## config.mk

```make
export PLATFORM = sky130hd
export DESIGN_NAME = sector_wgate
export DESIGN_NICKNAME = d
export VERILOG_FILES = /design/src/rtl/wgate_pkg.sv /design/src/rtl/wgate_seq.sv /design/src/rtl/wgate_lock_bank.sv /design/src/rtl/sector_wgate.sv
export SDC_FILE = /design/constraint.sdc
export NUM_CORES = 1
export LEC_CHECK = 0
export BUFFER_PORTS_ARGS = -buffer_cell sky130_fd_sc_hd__buf_2
export CAP_MARGIN = 25
export CORE_MARGIN = 5
export CORE_UTILIZATION = 40
export DETAILED_ROUTE_END_ITERATION = 7
export GPL_ROUTABILITY_DRIVEN = 0
export PLACE_DENSITY = 0.64
export SYNTH_ARGS = -nofsm -noshare
export SYNTH_HDL_FRONTEND = slang
export SYNTH_HIERARCHICAL = 1
export SYNTH_SLANG_ARGS = --single-unit
```

## constraint.sdc

```tcl
create_clock -name clk -period 2.73 [get_ports clk]
set_input_delay 0.6825 -clock clk [delete_from_list [all_inputs] [get_ports clk]]
set_output_delay 0.6825 -clock clk [all_outputs]
set_load 0.05 [all_outputs]
```

## src/rtl/wgate_pkg.sv

```systemverilog
package wgate_pkg;

  typedef enum logic [2:0] {
    SQ_IDLE  = 3'd0,
    SQ_STEP1 = 3'd1,
    SQ_STEP2 = 3'd2,
    SQ_OPEN  = 3'd3,
    SQ_LOAD  = 3'd4
  } seq_state_t;

  localparam int unsigned MEM_ADDR_W = 13;
  localparam int unsigned MEM_DATA_W = 8;
  localparam int unsigned SECTORS    = 8;

  localparam logic [MEM_ADDR_W-1:0] KEY_ADDR_A = 13'h1555;
  localparam logic [MEM_ADDR_W-1:0] KEY_ADDR_B = 13'h0AAA;
  localparam logic [MEM_DATA_W-1:0] KEY_BYTE_1 = 8'hAA;
  localparam logic [MEM_DATA_W-1:0] KEY_BYTE_2 = 8'h55;
  localparam logic [MEM_DATA_W-1:0] KEY_OPEN   = 8'hA0;
  localparam logic [MEM_DATA_W-1:0] KEY_MASK   = 8'h80;

endpackage

```

## src/rtl/wgate_seq.sv

```systemverilog
module wgate_seq
  import wgate_pkg::*;
#(
  parameter int unsigned ADDR_W = MEM_ADDR_W,
  parameter int unsigned DATA_W = MEM_DATA_W,
  parameter logic [ADDR_W-1:0] ADDR_A = KEY_ADDR_A,
  parameter logic [ADDR_W-1:0] ADDR_B = KEY_ADDR_B,
  parameter logic [DATA_W-1:0] BYTE_1 = KEY_BYTE_1,
  parameter logic [DATA_W-1:0] BYTE_2 = KEY_BYTE_2,
  parameter logic [DATA_W-1:0] BYTE_OPEN = KEY_OPEN,
  parameter logic [DATA_W-1:0] BYTE_MASK = KEY_MASK
) (
  input  logic              clk,
  input  logic              rst,
  input  logic              stb,
  input  logic [ADDR_W-1:0] addr,
  input  logic [DATA_W-1:0] data,
  input  logic              page_end,
  output logic              is_open,
  output logic              is_load
);

  seq_state_t state_q, state_d;

  logic hit_step1, hit_step2, hit_open, hit_mask;

  // Per-step match of the incoming write against the command keys.
  always_comb begin
    hit_step1 = (addr == ADDR_A) && (data == BYTE_1);
    hit_step2 = (addr == ADDR_B) && (data == BYTE_2);
    hit_open  = (addr == ADDR_A) && (data == BYTE_OPEN);
    hit_mask  = (addr == ADDR_A) && (data == BYTE_MASK);
  end

  always_comb begin
    state_d = state_q;
    if (stb) begin
      unique case (state_q)
        SQ_IDLE:  state_d = hit_step1 ? SQ_STEP1 : SQ_IDLE;
        SQ_STEP1: state_d = hit_step2 ? SQ_STEP2 : SQ_IDLE;
        SQ_STEP2: begin
          if (hit_open)      state_d = SQ_OPEN;
          else if (hit_mask) state_d = SQ_LOAD;
          else               state_d = SQ_IDLE;
        end
        SQ_OPEN:  state_d = SQ_OPEN;
        SQ_LOAD:  state_d = SQ_IDLE;
        default:  state_d = SQ_IDLE;
      endcase
    end
    // The end of the page window always closes the gate.
    if (page_end) state_d = SQ_IDLE;
  end

  always_ff @(posedge clk) begin
    if (rst) state_q <= SQ_IDLE;
    else     state_q <= state_d;
  end

  assign is_open = (state_q == SQ_OPEN);
  assign is_load = (state_q == SQ_LOAD);

  // a page-end pulse always leaves the gate closed afterwards.
  p_page_end_closes_r5: assert property (@(posedge clk) disable iff (rst)
    $past(page_end) |-> !is_open);

  // a load is armed only right after a matching third command write.
  p_load_after_cmd_r6: assert property (@(posedge clk) disable iff (rst)
    $rose(is_load) |-> $past(stb));

  p_states_exclusive_r1: assert property (@(posedge clk) disable iff (rst)
    $onehot0({is_open, is_load}));

endmodule

```

## src/rtl/wgate_lock_bank.sv

```systemverilog
module wgate_lock_bank
  import wgate_pkg::*;
#(
  parameter int unsigned ADDR_W = MEM_ADDR_W,
  parameter int unsigned N_SECT = SECTORS,
  localparam int unsigned SECT_BITS = (N_SECT > 1) ? $clog2(N_SECT) : 1
) (
  input  logic              clk,
  input  logic              rst,
  input  logic [ADDR_W-1:0] addr,
  input  logic              load_en,
  input  logic [N_SECT-1:0] load_val,
  input  logic              viol_set,
  input  logic              viol_clr,
  output logic              locked,
  output logic [N_SECT-1:0] mask,
  output logic              viol
);

  logic [SECT_BITS-1:0] sect_idx;
  logic [N_SECT-1:0]    sect_hit;

  // Upper address bits select the sector.
  assign sect_idx = addr[ADDR_W-1 -: SECT_BITS];

  for (genvar gi = 0; gi < N_SECT; gi++) begin : g_sect
    assign sect_hit[gi] = (sect_idx == SECT_BITS'(gi));
  end

  assign locked = |(sect_hit & mask);

  always_ff @(posedge clk) begin
    if (rst)          mask <= '0;
    else if (load_en) mask <= load_val;
  end

  // A new violation takes priority over a clear in the same cycle.
  always_ff @(posedge clk) begin
    if (rst)           viol <= 1'b0;
    else if (viol_set) viol <= 1'b1;
    else if (viol_clr) viol <= 1'b0;
  end

  // the mask moves only on an accepted load.
  p_mask_hold_r6: assert property (@(posedge clk) disable iff (rst)
    !$past(load_en) |-> $stable(mask));

  // the violation flag is sticky until cleared.
  p_viol_sticky_r7: assert property (@(posedge clk) disable iff (rst)
    ($past(viol) && !$past(viol_clr)) |-> viol);

  p_viol_cause_r7: assert property (@(posedge clk) disable iff (rst)
    $rose(viol) |-> $past(viol_set));

endmodule

```

## src/rtl/sector_wgate.sv

```systemverilog
module sector_wgate
  import wgate_pkg::*;
#(
  parameter int unsigned ADDR_W = MEM_ADDR_W,
  parameter int unsigned DATA_W = MEM_DATA_W,
  parameter int unsigned N_SECT = SECTORS
) (
  input  logic              clk,
  input  logic              rst,
  input  logic              wr_stb,
  input  logic [ADDR_W-1:0] wr_addr,
  input  logic [DATA_W-1:0] wr_data,
  input  logic              wr_ctl_en,
  input  logic              page_done,
  input  logic              viol_clr,
  output logic              wr_permit,
  output logic [ADDR_W-1:0] wr_addr_q,
  output logic [DATA_W-1:0] wr_data_q,
  output logic [N_SECT-1:0] prot_mask,
  output logic              viol_flag
);

  logic gate_open, load_armed, sect_locked;
  logic grant, refuse_lock, mask_load;

  wgate_seq #(
    .ADDR_W (ADDR_W),
    .DATA_W (DATA_W)
  ) u_seq (
    .clk      (clk),
    .rst      (rst),
    .stb      (wr_stb),
    .addr     (wr_addr),
    .data     (wr_data),
    .page_end (page_done),
    .is_open  (gate_open),
    .is_load  (load_armed)
  );

  always_comb begin
    grant       = wr_stb && gate_open && wr_ctl_en && !sect_locked;
    refuse_lock = wr_stb && gate_open && wr_ctl_en &&  sect_locked;
    mask_load   = wr_stb && load_armed && wr_ctl_en;
  end

  wgate_lock_bank #(
    .ADDR_W (ADDR_W),
    .N_SECT (N_SECT)
  ) u_lock (
    .clk      (clk),
    .rst      (rst),
    .addr     (wr_addr),
    .load_en  (mask_load),
    .load_val (wr_data[N_SECT-1:0]),
    .viol_set (refuse_lock),
    .viol_clr (viol_clr),
    .locked   (sect_locked),
    .mask     (prot_mask),
    .viol     (viol_flag)
  );

  always_ff @(posedge clk) begin
    if (rst) begin
      wr_permit <= 1'b0;
      wr_addr_q <= '0;
      wr_data_q <= '0;
    end else begin
      wr_permit <= grant;
      if (wr_stb) begin
        wr_addr_q <= wr_addr;
        wr_data_q <= wr_data;
      end
    end
  end

  // a permit follows only a strobe while the gate was open.
  p_permit_open_r3: assert property (@(posedge clk) disable iff (rst)
    wr_permit |-> $past(gate_open && wr_stb));

  // a permitted write never fell in a locked sector.
  p_permit_unlocked_r8: assert property (@(posedge clk) disable iff (rst)
    wr_permit |-> !$past(sect_locked));

  // write-control low blocks every permit.
  p_permit_ctl_r9: assert property (@(posedge clk) disable iff (rst)
    wr_permit |-> $past(wr_ctl_en));

endmodule

```

==> impl_summary.log <==
INFO  metric status = finished clean
INFO  metric post-cts-setup-buffers = 0
INFO  metric crit_path_start_kind = input port
INFO  metric seq_area_frac_synth = 0.450
INFO  metric storage_cell_area = 681 sq um
INFO  metric cp_top_family = multiplexers
INFO  metric gr_ovfl_total = 0
INFO  metric peakVddDrop = 0.405 mV
INFO  metric setup_repair_after_global_routing_missed_its_margin = no
INFO  metric final-hold-violation-count = 0
INFO  metric mappedNetlistNets = 171
INFO  metric cts.repair.resized = 0
INFO  metric max_stage_delay = 0.57 ns
INFO  metric setup.reg_to_reg.worst_slack = 1.18 ns
INFO  metric critPathKind = input port to flop
INFO  metric final_layout_size_suffix_gt1_frac = 0.342
INFO  metric post_synth_inst_count = 144
INFO  metric io-pin-count = 58
INFO  metric netlist_top_cells_area = dfxtp_1 (45%), mux2i_1 (19%), nor2_1 (7.7%)
INFO  metric synth_most_common_cell = dfxtp_1
INFO  metric final.setup.tns = 0 ns
INFO  metric power_leakage = 0.889 nW
INFO  metric vias_per_cell = 5.17
INFO  metric crit-reg2reg-capture = u_seq/state_q[1]$_SDFFE_PP0P_
INFO  metric timing.critical_path.required = 2.86 ns
INFO  metric place.detailed.instances = 243
INFO  metric power.share.combinational = 0.149
INFO  metric final_min_period_over_clock_period = 0.638
INFO  metric instances_no_fill = 250
INFO  metric die_area = 5110 sq um
INFO  metric crit_slowest_cell = mux4_1
INFO  metric h-tree-depth = 2
INFO  metric startpoint_of_the_most_critical_register_to_register_path = u_seq/state_q[1]$_SDFFE_PP0P_
INFO  metric internal_power = 0.858 mW
INFO  metric synth-seq-cells = 34
INFO  metric start_util = 0.413
INFO  metric syn_area_per_cell = 10.5 sq um
INFO  metric floorplan.die.height = 71.5 um
INFO  metric fmax = 0.574 GHz
INFO  metric drt.antenna.violating_nets = 0
INFO  metric rr_worst_depth = 4
INFO  metric period_needed = 1.74 ns
INFO  metric firstDrtPassIters = 4
INFO  metric synth_cell_types = 34
INFO  metric syn_to_final_growth = 26.2%
INFO  metric initial_antenna_violation_count = 0
INFO  metric insertedDiodeCount = 0
INFO  metric postSynth.topFlopCell = dfxtp_1
INFO  metric drc = 0
INFO  metric holdCritStartpoint = u_lock/viol$_SDFFE_PP0P_
INFO  metric critPathMostFrequentCell = inv_1
INFO  metric timing.hold.worst.class = flop to flop
INFO  metric pwr-share-seq = 0.452
INFO  metric io_buffers = 57
INFO  metric endpoint_kind = flop
INFO  metric synthArstFlopShare = 0
INFO  metric synth.top_cells.by_count = dfxtp_1 (34), nor2_1 (31), mux2i_1 (29)
INFO  metric clock-skew-final = 0.00791 ns
INFO  metric path_cells = buf_2, mux4_1, mux2_2, inv_1, nor2_1, inv_1, a21oi_1
INFO  metric grt_start_max_net_pins = 34
INFO  metric hold_path_depth = 2
INFO  metric nets = 229
INFO  metric totalWireLength = 3.98 mm
INFO  metric worst_ep_arrival_time = 1.88 ns
INFO  metric yosys.area.top_type = dfxtp_1
INFO  metric routed_wire_length_per_instance = 15.9 um
INFO  metric timing.critical_path.fanout_max = 5
INFO  metric nFillCells = 357
INFO  metric cp_num_buf_inv = 3
INFO  metric row_count = 22
INFO  metric ctsHoldBuffers = 0
INFO  metric whs_endpoint = u_lock/viol$_SDFFE_PP0P_
INFO  metric timing.final.max_slew_violations = 0
INFO  metric grt_pass1_wl = 6.38 mm
INFO  metric sw_ratio = 0.259
INFO  metric maxSlewHeadroom = 0.576
INFO  metric power_density_relative_to_cell_area = 606 nW/um^2
INFO  metric clk_transition_reported_paths = 0.06 ns
INFO  metric grt_pass1_vias = 1292
INFO  metric setup_viol_count_final = 0
INFO  metric clock_latency = 0.28 ns
INFO  metric max_cap_violations = 0
INFO  metric synthesis.yosys.warnings = 6
INFO  metric cts_tree = done
INFO  metric yosysTopAreaCellShare = 0.450
INFO  metric clockBufferDepth = 2
INFO  metric core_area = 3660 sq um
INFO  metric detail_route.iter0.violations = 117
INFO  metric dr_total_vias = 1293
INFO  metric share_clk_of_total_power = 0.399
INFO  metric cts_buffers = 5
INFO  metric cts_root_buf = clkbuf_8
INFO  metric post_synth_edffs = 0
INFO  metric floorplan.die.width = 71.5 um
INFO  metric power_switching = 0.300 mW
INFO  metric grt_util_all_layers = 0.161
INFO  metric tightestPinTransition = 0.630 ns
INFO  metric detailed_place_hpwl = 3.00 mm
INFO  metric post_synth_instance_area = 1510 sq um
INFO  metric multi_input_comb_area = 752 sq um
INFO  metric cts_num_sinks = 34
==> worst min-delay path, stage by stage, from the launching register on <==
cell	delay [ns]
dfxtp_1	0.30
nand2b_1	0.06
a21oi_1	0.06
==> power groups by stage <==
stage | logic [mW] | registers [mW] | clock network (mW)
floorplan | 0.0550 | 0.598 | 0
global placement | 0.171 | 0.533 | 0
detailed placement | 0.174 | 0.535 | 0
CTS | 0.174 | 0.524 | 0.473
global route | 0.184 | 0.525 | 0.497
finish | 0.173 | 0.524 | 0.462
==> cells in the final DEF (no fill, tap or decap), types with 2 or more instances in the layout <==
| cell | n |
|---|---|
| clkbuf_8 | 6 |
| inv_1 | 3 |
| nor3_2 | 2 |
| a21oi_1 | 2 |
| or4bb_1 | 2 |
| mux4_1 | 2 |
| o21ai_0 | 3 |
| or4b_1 | 2 |
| nand4_1 | 2 |
| nor3b_1 | 2 |
| dfxtp_1 | 34 |
| mux2i_1 | 29 |
| nand4b_1 | 3 |
| nor4_1 | 3 |
| buf_2 | 57 |
| nor2b_1 | 2 |
| nor2_1 | 31 |
==> sequential cells by signal, indices dropped and copies added (netlist names) <==
signal	flops
wr_data_q	8
u_lock/mask	8
wr_addr_q	13
u_seq/state_q	3
u_lock/viol	1
wr_permit	1
==> stage by stage <==
stage / instance area (sq um) / power [mW] / util / hold slack (ns) / setup slack [ns]
after detailed placement: 1800 / 0.709 / 0.491 / 0.465 / 0.705
after global placement: 1800 / 0.704 / 0.491 / 0.464 / 0.764
final: 1910 / 1.16 / 0.522 / 0.473 / 0.988
after floorplan: 1510 / 0.653 / - / 0.497 / 0.963
after CTS: 1910 / 1.17 / 0.522 / 0.473 / 0.999
after global routing: 1910 / 1.21 / 0.522 / 0.491 / 0.911
==> routing by layer <==
metal,vias to the layer above,GRT usage,wire length (um),share of wire
li1,632,-,-,-
met1,612,0.187,1600,0.40
met2,45,0.273,2130,0.54
met3,4,0.0603,215,0.054
met4,0,0.0543,34,0.0085
met5,-,0,0,0
==> cell families (layout without fill, tap and decap cells) <==
kind of cell | after synthesis | in the layout | share of synthesized area
AO/OA/AOI/OAI | 9 | 9 | 0.0364
multiplexers | 32 | 32 | 0.234
flip-flops | 34 | 34 | 0.450
buffers and inverters | 10 | 68 | 0.0529
AND/OR/NAND/NOR | 59 | 59 | 0.227
==> cell type report <==
class | instances | share of cell area
Timing Repair Buffer | 58 | 0.153
Clock buffer | 6 | 0.0433
Clock inverter | 1 | 0.0157
Sequential cell | 34 | 0.356
Multi-Input combinational cell | 100 | 0.394
Tap cell | 48 | 0.0315
Inverter | 3 | 0.00590
==> worst max-delay path by stage <==
| stage | startpoint | to | depth (start not counted) |
|---|---|---|---|
| after floorplan | wr_addr[12] | u_lock/viol$_SDFFE_PP0P_ | 6 |
| after global placement | wr_addr[11] | u_lock/viol$_SDFFE_PP0P_ | 7 |
| after detailed placement | wr_addr[12] | u_lock/viol$_SDFFE_PP0P_ | 7 |
| after CTS | wr_addr[12] | u_lock/viol$_SDFFE_PP0P_ | 7 |
| after global routing | wr_addr[12] | u_lock/viol$_SDFFE_PP0P_ | 7 |
| final | wr_addr[12] | u_lock/viol$_SDFFE_PP0P_ | 7 |
Note: power is estimated with default switching activity, not from simulation.
